[src/rtl/cfgx_pkg.sv]
package cfgx_pkg;
    typedef enum logic [1:0] {
        ACT_IGNORE  = 2'd0,
        ACT_TYPE0   = 2'd1,
        ACT_TYPE1   = 2'd2,
        ACT_SPECIAL = 2'd3
    } cfgx_act_e;

    localparam logic [3:0] CMD_CFG_RD  = 4'b1010;
    localparam logic [3:0] CMD_CFG_WR  = 4'b1011;
    localparam logic [3:0] CMD_SPECIAL = 4'b0001;
    localparam logic [1:0] KIND_TYPE1  = 2'b01;
endpackage

[src/rtl/cfgx_classify.sv]
module cfgx_classify
    import cfgx_pkg::*;
#(
    parameter int BUS_W = 8,
    parameter int DEV_W = 5,
    parameter int FN_W  = 3,
    parameter int REG_W = 6
) (
    input  logic [1:0]       kind,
    input  logic [3:0]       cmd,
    input  logic [BUS_W-1:0] bus,
    input  logic [DEV_W-1:0] dev,
    input  logic [FN_W-1:0]  fn,
    input  logic [REG_W-1:0] regn,
    input  logic [BUS_W-1:0] pri_bus,
    input  logic [BUS_W-1:0] sec_bus,
    input  logic [BUS_W-1:0] sub_bus,
    output cfgx_act_e        act
);
    logic is_cfg1;
    logic is_spc;

    always_comb begin
        is_cfg1 = (kind == KIND_TYPE1) && ((cmd == CMD_CFG_RD) || (cmd == CMD_CFG_WR));
        is_spc  = (cmd == CMD_CFG_WR) && (&dev) && (&fn) && (regn == '0);
        if (!is_cfg1 || (bus == pri_bus)) begin
            act = ACT_IGNORE;
        end else if (bus == sec_bus) begin
            act = is_spc ? ACT_SPECIAL : ACT_TYPE0;
        end else if ((bus > sec_bus) && (bus <= sub_bus)) begin
            act = ACT_TYPE1;
        end else begin
            act = ACT_IGNORE;
        end
    end
endmodule

[src/rtl/cfgx_idsel.sv]
module cfgx_idsel #(
    parameter int DEV_W = 5,
    parameter int LINES = 16
) (
    input  logic [DEV_W-1:0] dev,
    output logic [LINES-1:0] sel
);
    for (genvar g = 0; g < LINES; g++) begin : g_line
        assign sel[g] = (dev == DEV_W'(g));
    end
endmodule

[src/rtl/cfgx_xlate_unit.sv]
module cfgx_xlate_unit
    import cfgx_pkg::*;
#(
    parameter int ADDR_W    = 32,
    parameter int BUS_W     = 8,
    parameter int IDSEL_LSB = 16
) (
    input  logic              clk,
    input  logic              rst_n,
    input  logic              req_valid,
    input  logic [ADDR_W-1:0] req_addr,
    input  logic [3:0]        req_cmd,
    input  logic [BUS_W-1:0]  pri_bus,
    input  logic [BUS_W-1:0]  sec_bus,
    input  logic [BUS_W-1:0]  sub_bus,
    output logic              out_valid,
    output logic [1:0]        out_action,
    output logic [ADDR_W-1:0] out_addr,
    output logic [3:0]        out_cmd,
    output logic              out_single
);
    localparam int BUS_LSB = 16;
    localparam int DEV_LSB = 11;
    localparam int DEV_W   = 5;
    localparam int FN_LSB  = 8;
    localparam int FN_W    = 3;
    localparam int REG_LSB = 2;
    localparam int REG_W   = 6;
    localparam int IDSEL_N = ADDR_W - IDSEL_LSB;
    localparam int KEEP_W  = FN_W + REG_W;

    typedef struct packed {
        logic              vld;
        cfgx_act_e         act;
        logic [ADDR_W-1:0] addr;
        logic [3:0]        cmd;
        logic              single;
    } res_t;

    res_t              res_d, res_q;
    cfgx_act_e         act_w;
    logic [IDSEL_N-1:0] idsel_w;

    cfgx_classify #(
        .BUS_W(BUS_W), .DEV_W(DEV_W), .FN_W(FN_W), .REG_W(REG_W)
    ) u_classify (
        .kind    (req_addr[1:0]),
        .cmd     (req_cmd),
        .bus     (req_addr[BUS_LSB +: BUS_W]),
        .dev     (req_addr[DEV_LSB +: DEV_W]),
        .fn      (req_addr[FN_LSB +: FN_W]),
        .regn    (req_addr[REG_LSB +: REG_W]),
        .pri_bus (pri_bus),
        .sec_bus (sec_bus),
        .sub_bus (sub_bus),
        .act     (act_w)
    );

    cfgx_idsel #(
        .DEV_W(DEV_W), .LINES(IDSEL_N)
    ) u_idsel (
        .dev (req_addr[DEV_LSB +: DEV_W]),
        .sel (idsel_w)
    );

    always_comb begin
        res_d     = '0;
        res_d.act = ACT_IGNORE;
        if (req_valid) begin
            res_d.vld = 1'b1;
            res_d.act = act_w;
            case (act_w)
                ACT_TYPE0: begin
                    res_d.addr[IDSEL_LSB +: IDSEL_N]  = idsel_w;
                    res_d.addr[REG_LSB +: KEEP_W]     = req_addr[REG_LSB +: KEEP_W];
                    res_d.cmd                         = req_cmd;
                end
                ACT_TYPE1: begin
                    res_d.addr = req_addr;
                    res_d.cmd  = req_cmd;
                end
                ACT_SPECIAL: begin
                    res_d.addr   = req_addr;
                    res_d.cmd    = CMD_SPECIAL;
                    res_d.single = 1'b1;
                end
                default: begin
                    res_d.addr = '0;
                end
            endcase
        end
    end

    always_ff @(posedge clk) begin
        if (!rst_n) begin
            res_q     <= '0;
            res_q.act <= ACT_IGNORE;
        end else begin
            res_q <= res_d;
        end
    end

    assign out_valid  = res_q.vld;
    assign out_action = res_q.act;
    assign out_addr   = res_q.addr;
    assign out_cmd    = res_q.cmd;
    assign out_single = res_q.single;

    AST_ONE_CYCLE_LATENCY: assert property (@(posedge clk) disable iff (!rst_n)
        req_valid |=> out_valid);
    AST_NO_SPURIOUS_OUT: assert property (@(posedge clk) disable iff (!rst_n)
        !req_valid |=> !out_valid);
    AST_IDSEL_ONEHOT0: assert property (@(posedge clk) disable iff (!rst_n)
        (out_valid && out_action == 2'd1) |-> $onehot0(out_addr[ADDR_W-1:IDSEL_LSB]));
    AST_TYPE0_LOW_ZERO: assert property (@(posedge clk) disable iff (!rst_n)
        (out_valid && out_action == 2'd1) |-> (out_addr[1:0] == 2'b00));
    AST_TYPE1_PASSTHRU: assert property (@(posedge clk) disable iff (!rst_n)
        (out_valid && out_action == 2'd2) |-> (out_addr == $past(req_addr) && out_cmd == $past(req_cmd)));
    AST_SPECIAL_FORM: assert property (@(posedge clk) disable iff (!rst_n)
        (out_valid && out_action == 2'd3) |-> (out_cmd == 4'b0001 && out_single));
    AST_SINGLE_ONLY_SPECIAL: assert property (@(posedge clk) disable iff (!rst_n)
        (out_single) |-> (out_action == 2'd3));
    AST_IGNORE_QUIET: assert property (@(posedge clk) disable iff (!rst_n)
        (out_valid && out_action == 2'd0) |-> (out_addr == '0 && out_cmd == 4'd0));
endmodule

[config.mk]
export PLATFORM = sky130hd
export DESIGN_NAME = cfgx_xlate_unit
export DESIGN_NICKNAME = d
export VERILOG_FILES = /design/src/rtl/cfgx_pkg.sv /design/src/rtl/cfgx_classify.sv /design/src/rtl/cfgx_idsel.sv /design/src/rtl/cfgx_xlate_unit.sv
export SDC_FILE = /design/constraint.sdc
export NUM_CORES = 1
export LEC_CHECK = 0
export ABC_CLOCK_PERIOD_IN_PS = 2600
export BUFFER_PORTS_ARGS = -buffer_cell sky130_fd_sc_hd__buf_4
export CORE_UTILIZATION = 41
export DETAILED_ROUTE_END_ITERATION = 8
export PLACE_DENSITY = 0.81
export SYNTH_ARGS = -nofsm -noshare
export SYNTH_HDL_FRONTEND = slang
export SYNTH_HIERARCHICAL = 1
export SYNTH_SLANG_ARGS = --single-unit
[constraint.sdc]
create_clock -name clk -period 2.6 [get_ports clk]
set_input_delay 0.26 -clock clk [delete_from_list [all_inputs] [get_ports clk]]
set_output_delay 0.26 -clock clk [all_outputs]
set_load 0.01 [all_outputs]
==> results of run 1 <==
==> sequential cells by signal (all words and copies together) (netlist names) <==
| register | cells |
|---|---|
| out_action | 2 |
| out_addr | 32 |
| out_cmd | 4 |
| out_single | 1 |
| out_valid | 1 |
==> path summary, 6_finish.rpt <==
check  cells after the start    startpoint  slack [ns]          to
min                        2    req_cmd[1]        0.17  out_cmd[1]
max                       11  req_addr[21]        0.28  out_cmd[2]
==> through the flow <==
step / util / setup TNS [ns] / std cells / instance area [µm²]
after floorplan: - / 0 / 214 / 1990
after global placement: 0.622 / 0 / 365 / 2800
after detailed placement: 0.622 / -0.310 / 365 / 2800
after CTS: 0.648 / 0 / 373 / 2920
after global routing: 0.650 / 0 / 373 / 2930
final: 0.650 / 0 / 373 / 2930
==> critical path, cell delays in order <==
cell     delay, ns
buf_4         0.13
ha_1          0.29
and4_4        0.25
nand4_4       0.11
nor3_2        0.19
nand4_1       0.10
a21oi_1       0.26
inv_1         0.15
ha_1          0.32
and4b_2       0.28
and2_1        0.16
==> metal layers <==
metal / GRT usage / share of wire
met5: 0 / 0
met4: 0.0850 / 0.022
met3: 0.0436 / 0.058
met2: 0.367 / 0.50
met1: 0.259 / 0.42
==> cell families (layout without fill, tap and decap cells) <==
kind of cell / Yosys count / after routing / synth area share
AO/OA/AOI/OAI: 32 / 32 / 0.111
XOR/XNOR: 8 / 8 / 0.0352
adder cells (fa/ha/maj): 21 / 21 / 0.132
buffers and inverters: 25 / 132 / 0.0566
flip-flops: 40 / 40 / 0.402
AND/OR/NAND/NOR: 88 / 88 / 0.263
==> synthesized netlist by cell type, drive strengths merged (2+ instances only) <==
cell type | instances | area, µm²
ha | 21 | 263
xnor2 | 8 | 70.1
clkbuf | 2 | 10.0
a22oi | 15 | 113
nand2 | 4 | 15.0
nor2 | 33 | 124
o21ai | 4 | 20.0
a211oi | 2 | 15.0
o211ai | 2 | 15.0
inv | 19 | 71.3
nor3 | 8 | 50.1
and2 | 20 | 125
nand4 | 8 | 71.3
dfxtp | 40 | 801
nor2b | 2 | 12.5
nand2b | 2 | 12.5
or3b | 2 | 17.5
nand3b | 2 | 18.8
a21oi | 6 | 30.0
and3b | 2 | 17.5
buf | 4 | 31.3
==> power groups by stage <==
stage               combinational (mW)  sequential (mW)  clock [mW]
floorplan                       0.0758            0.629           0
global placement                 0.187            0.628           0
detailed placement               0.191            0.628           0
CTS                              0.192            0.614       0.512
global route                     0.214            0.614       0.536
finish                           0.193            0.614       0.513
==> area by class of cell <==
| type | count | area [µm²] |
|---|---|---|
| fillers | 374 | 1580 |
| multi-input cells | 149 | 1090 |
| flip-flops and latches | 40 | 801 |
| repair buffers | 105 | 788 |
| inverters | 19 | 71.3 |
| clock buffers | 5 | 68.8 |
| well taps | 52 | 65.1 |
| clock inverters | 3 | 46.3 |
==> repair_timing <==
action	4_1_cts	5_1_grt
buffers inserted	0	0
setup endpoints to repair	0	2
hold endpoints to repair	0	0
gates resized for setup	0	1
==> reports/results.tsv, run 1 <==
metric	value	unit
syn_area	0.00199	mm²
ys_ff_latch	40	
setup_viol	0	
cts-root-buf	clkbuf_8	
cts_tree	yes	
p_int	1.01	mW
clk_pin_slew	0.08	ns
syn2layout_area_growth	47.0	%
p_clk_frac	0.389	
ant_nets	0	
design.portCount	103	
grt_pass1_vias	1823	
leakage	1.41	nW
synth_nets	298	
syn_inst	214	
fin_nets	404	
ctsHoldBuffers	0	
p_total	1.32	mW
wirelength	5.23	mm
dr.pass1.iters	4	
grt_first_pass_wirelength	8.42	mm
synth_warnings	6	
power_frac_seq	0.465	
dp_hpwl	4.25	mm
grt_use_total	0.213	
pwr-share-comb	0.146	
max_slew.worst_pin.slew	0.254	ns
start_kind	input port	
hold_slack	0.173	ns
cts_sinks	40	
drt_first_iter_violations	116	
final_common_cell	buf_4	
power_density	451	mW/mm²
antenna_found_initial	0	
die_area	0.00514	mm²
crit_type	input port to flip-flop	
fp-row-count	24	
cp_data_arrival_time	2.52	ns
finalHoldViolCount	0	
post-place-ws	-0.0553	ns
synthArstFlopShare	0	
layout_min_cycle_time	2.32	ns
status	completed	
core	0.00450	mm²
syn_avg_cell_area	9.30	µm²
die_w	71.7	µm
drc_errors	0	
start_util	0.442	
path_max_fanout	4	
drv_slew	0	
n_antenna_cell	0	
max-vdd-ir-drop	252	µV
synth_ff_type	dfxtp_1	
final_cell_mix	buf_4 (105), dfxtp_1 (40), nor2_1 (33)	
cts_made_buffers	5	
swShare	0.236	
relSlewSlack	0.830	
synth_edf_count	0	
grt_overflow	0	
die_h	71.7	µm
htreeDepth	2	
via_per_inst	5.03	
clock_path_buffers	2	
gp_congestion	0.809	
rsz0062_at_grt	false	
final.period_utilization	0.894	
hp-class	input port to flip-flop	
vias	1876	
p_switching	312	µW
cap_violations	0	
worst_ep_required_time	2.79	ns
synthDistinctLibCells	36	
drive_gt1_frac	0.380	
cp-end-kind	flip-flop	
io_buffers	102	
setup_ws	0.275	ns
post_drt_wl_per_cell	14.0	µm
fmaxAchievable	0.430	GHz
grt_max_degree	17	
yosysSeqAreaShare	0.402	
(Power assumes the default switching activity.)
==> inputs of run 2 (changes only) <==
PLACE_DENSITY = not set   (was 0.81)
PLACE_DENSITY_LB_ADDON = 0.15   (was not set)
==> reports/results.tsv, run 2 (synthesis results as in run 1) <==
metric	value	unit
drt_first_iter_violations	94	
cp_slowest_cell	nand3b_2	
cp_cell_sequence	buf_4 -> ha_1 -> and4_4 -> nand4_4 -> nor3_2 -> nand4_1 -> a21oi_1 -> inv_1 -> ha_1 -> nand3b_2 -> a21oi_1	
antenna_found_initial	0	
ant_nets	0	
cts_resized	0	
fmaxAchievable	0.419	GHz
finalHoldViolCount	0	
rsz0062_at_grt	false	
start_kind	input port	
final.period_utilization	0.917	
syn2layout_area_growth	44.7	%
dp_hpwl	4.13	mm
final_cell_mix	buf_4 (105), dfxtp_1 (40), nor2_1 (33)	
post-place-cells	365	
htreeDepth	2	
vias	1854	
cp_data_arrival_time	2.59	ns
relSlewSlack	0.768	
cts_setup_buffers	0	
die_h	71.7	µm
grt_use_total	0.205	
status	completed	
grt_first_pass_wirelength	8.03	mm
setup_viol	0	
n_antenna_cell	0	
placed_area	0.00280	mm²
grt_max_degree	17	
cts-root-buf	clkbuf_8	
clock_path_buffers	2	
timing.setup.tns	0	ns
leakage	1.39	nW
hold_slack	0.179	ns
stdcell_count	372	
finish.instance_area	0.00288	mm²
layout_min_cycle_time	2.38	ns
fp-row-count	24	
largest_register_ffs	32	
io_buffers	102	
wirelength	5.09	mm
critPathMaxStageDelay	0.41	ns
cts_made_buffers	5	
hp-class	input port to flip-flop	
power_density	409	mW/mm²
hold_path_depth	2	
design.portCount	103	
cap_violations	0	
gp_congestion	0.825	
fill_cells	425	
via_per_inst	4.98	
multi_input_area	0.00108	mm²
max_slew.worst_pin.slew	0.346	ns
grt_pass1_vias	1765	
die_area	0.00514	mm²
post_drt_wl_per_cell	13.7	µm
drc_errors	0	
path_max_fanout	16	
core	0.00450	mm²
crit_type	input port to flip-flop	
worst_ep_required_time	2.81	ns
final_util	0.639	
max-vdd-ir-drop	192	µV
drv_slew	0	
cts_tree	yes	
die_w	71.7	µm
fin_nets	404	
grt_overflow	0	
dr.pass1.iters	4	
cts_sinks	40	
final_common_cell	buf_4	
clk_pin_slew	0.07	ns
cp-end-kind	flip-flop	
start_util	0.442	
ff_latch_area	801	µm²
drive_gt1_frac	0.375	
ctsHoldBuffers	0	
## run 2: final timing paths
kind | slack (ns) | start | to
setup / recovery | 0.22 | req_addr[21] | out_addr[29]
hold / removal | 0.18 | req_cmd[2] | out_cmd[2]
## run 2: cell type report
cell class,instances,area share
multi-input cells,149,0.374
flip-flops and latches,40,0.278
repair buffers,105,0.274
inverters,19,0.0248
well taps,52,0.0226
clock inverters,1,0.00174
clock buffers,6,0.0252
## run 2: critical path: cells and delay by family
| family | cells | cell delay, ns |
|---|---|---|
| AO/OA/AOI/OAI | 2 | 0.45 |
| AND/OR/NAND/NOR | 5 | 1.10 |
| buffers and inverters | 2 | 0.28 |
| adder cells (fa/ha/maj) | 2 | 0.51 |
## run 2: metrics by stage
step	setup slack, ns	power, mW
finish	0.216	1.18
global route	0.0260	1.23
CTS	0.244	1.19
detailed placement	-0.0507	0.819
global placement	0.0647	0.814
floorplan	0.0183	0.704
## run 2: where the power goes
part           internal, mW  leakage, nW  switching [mW]  total (mW)
registers             0.614        0.322        0.000261       0.614
clock network         0.182       0.0410           0.189       0.371
logic                 0.105         1.02          0.0871       0.193
total                 0.901         1.39           0.277        1.18
## run 2: routing by layer
metal / track usage / up-vias / wire [µm]
met4: 0.0784 / 0 / 63
met3: 0.0380 / 5 / 292
met1: 0.248 / 838 / 2190
met5: 0 / - / 0
met2: 0.361 / 68 / 2540
li1: - / 943 / -
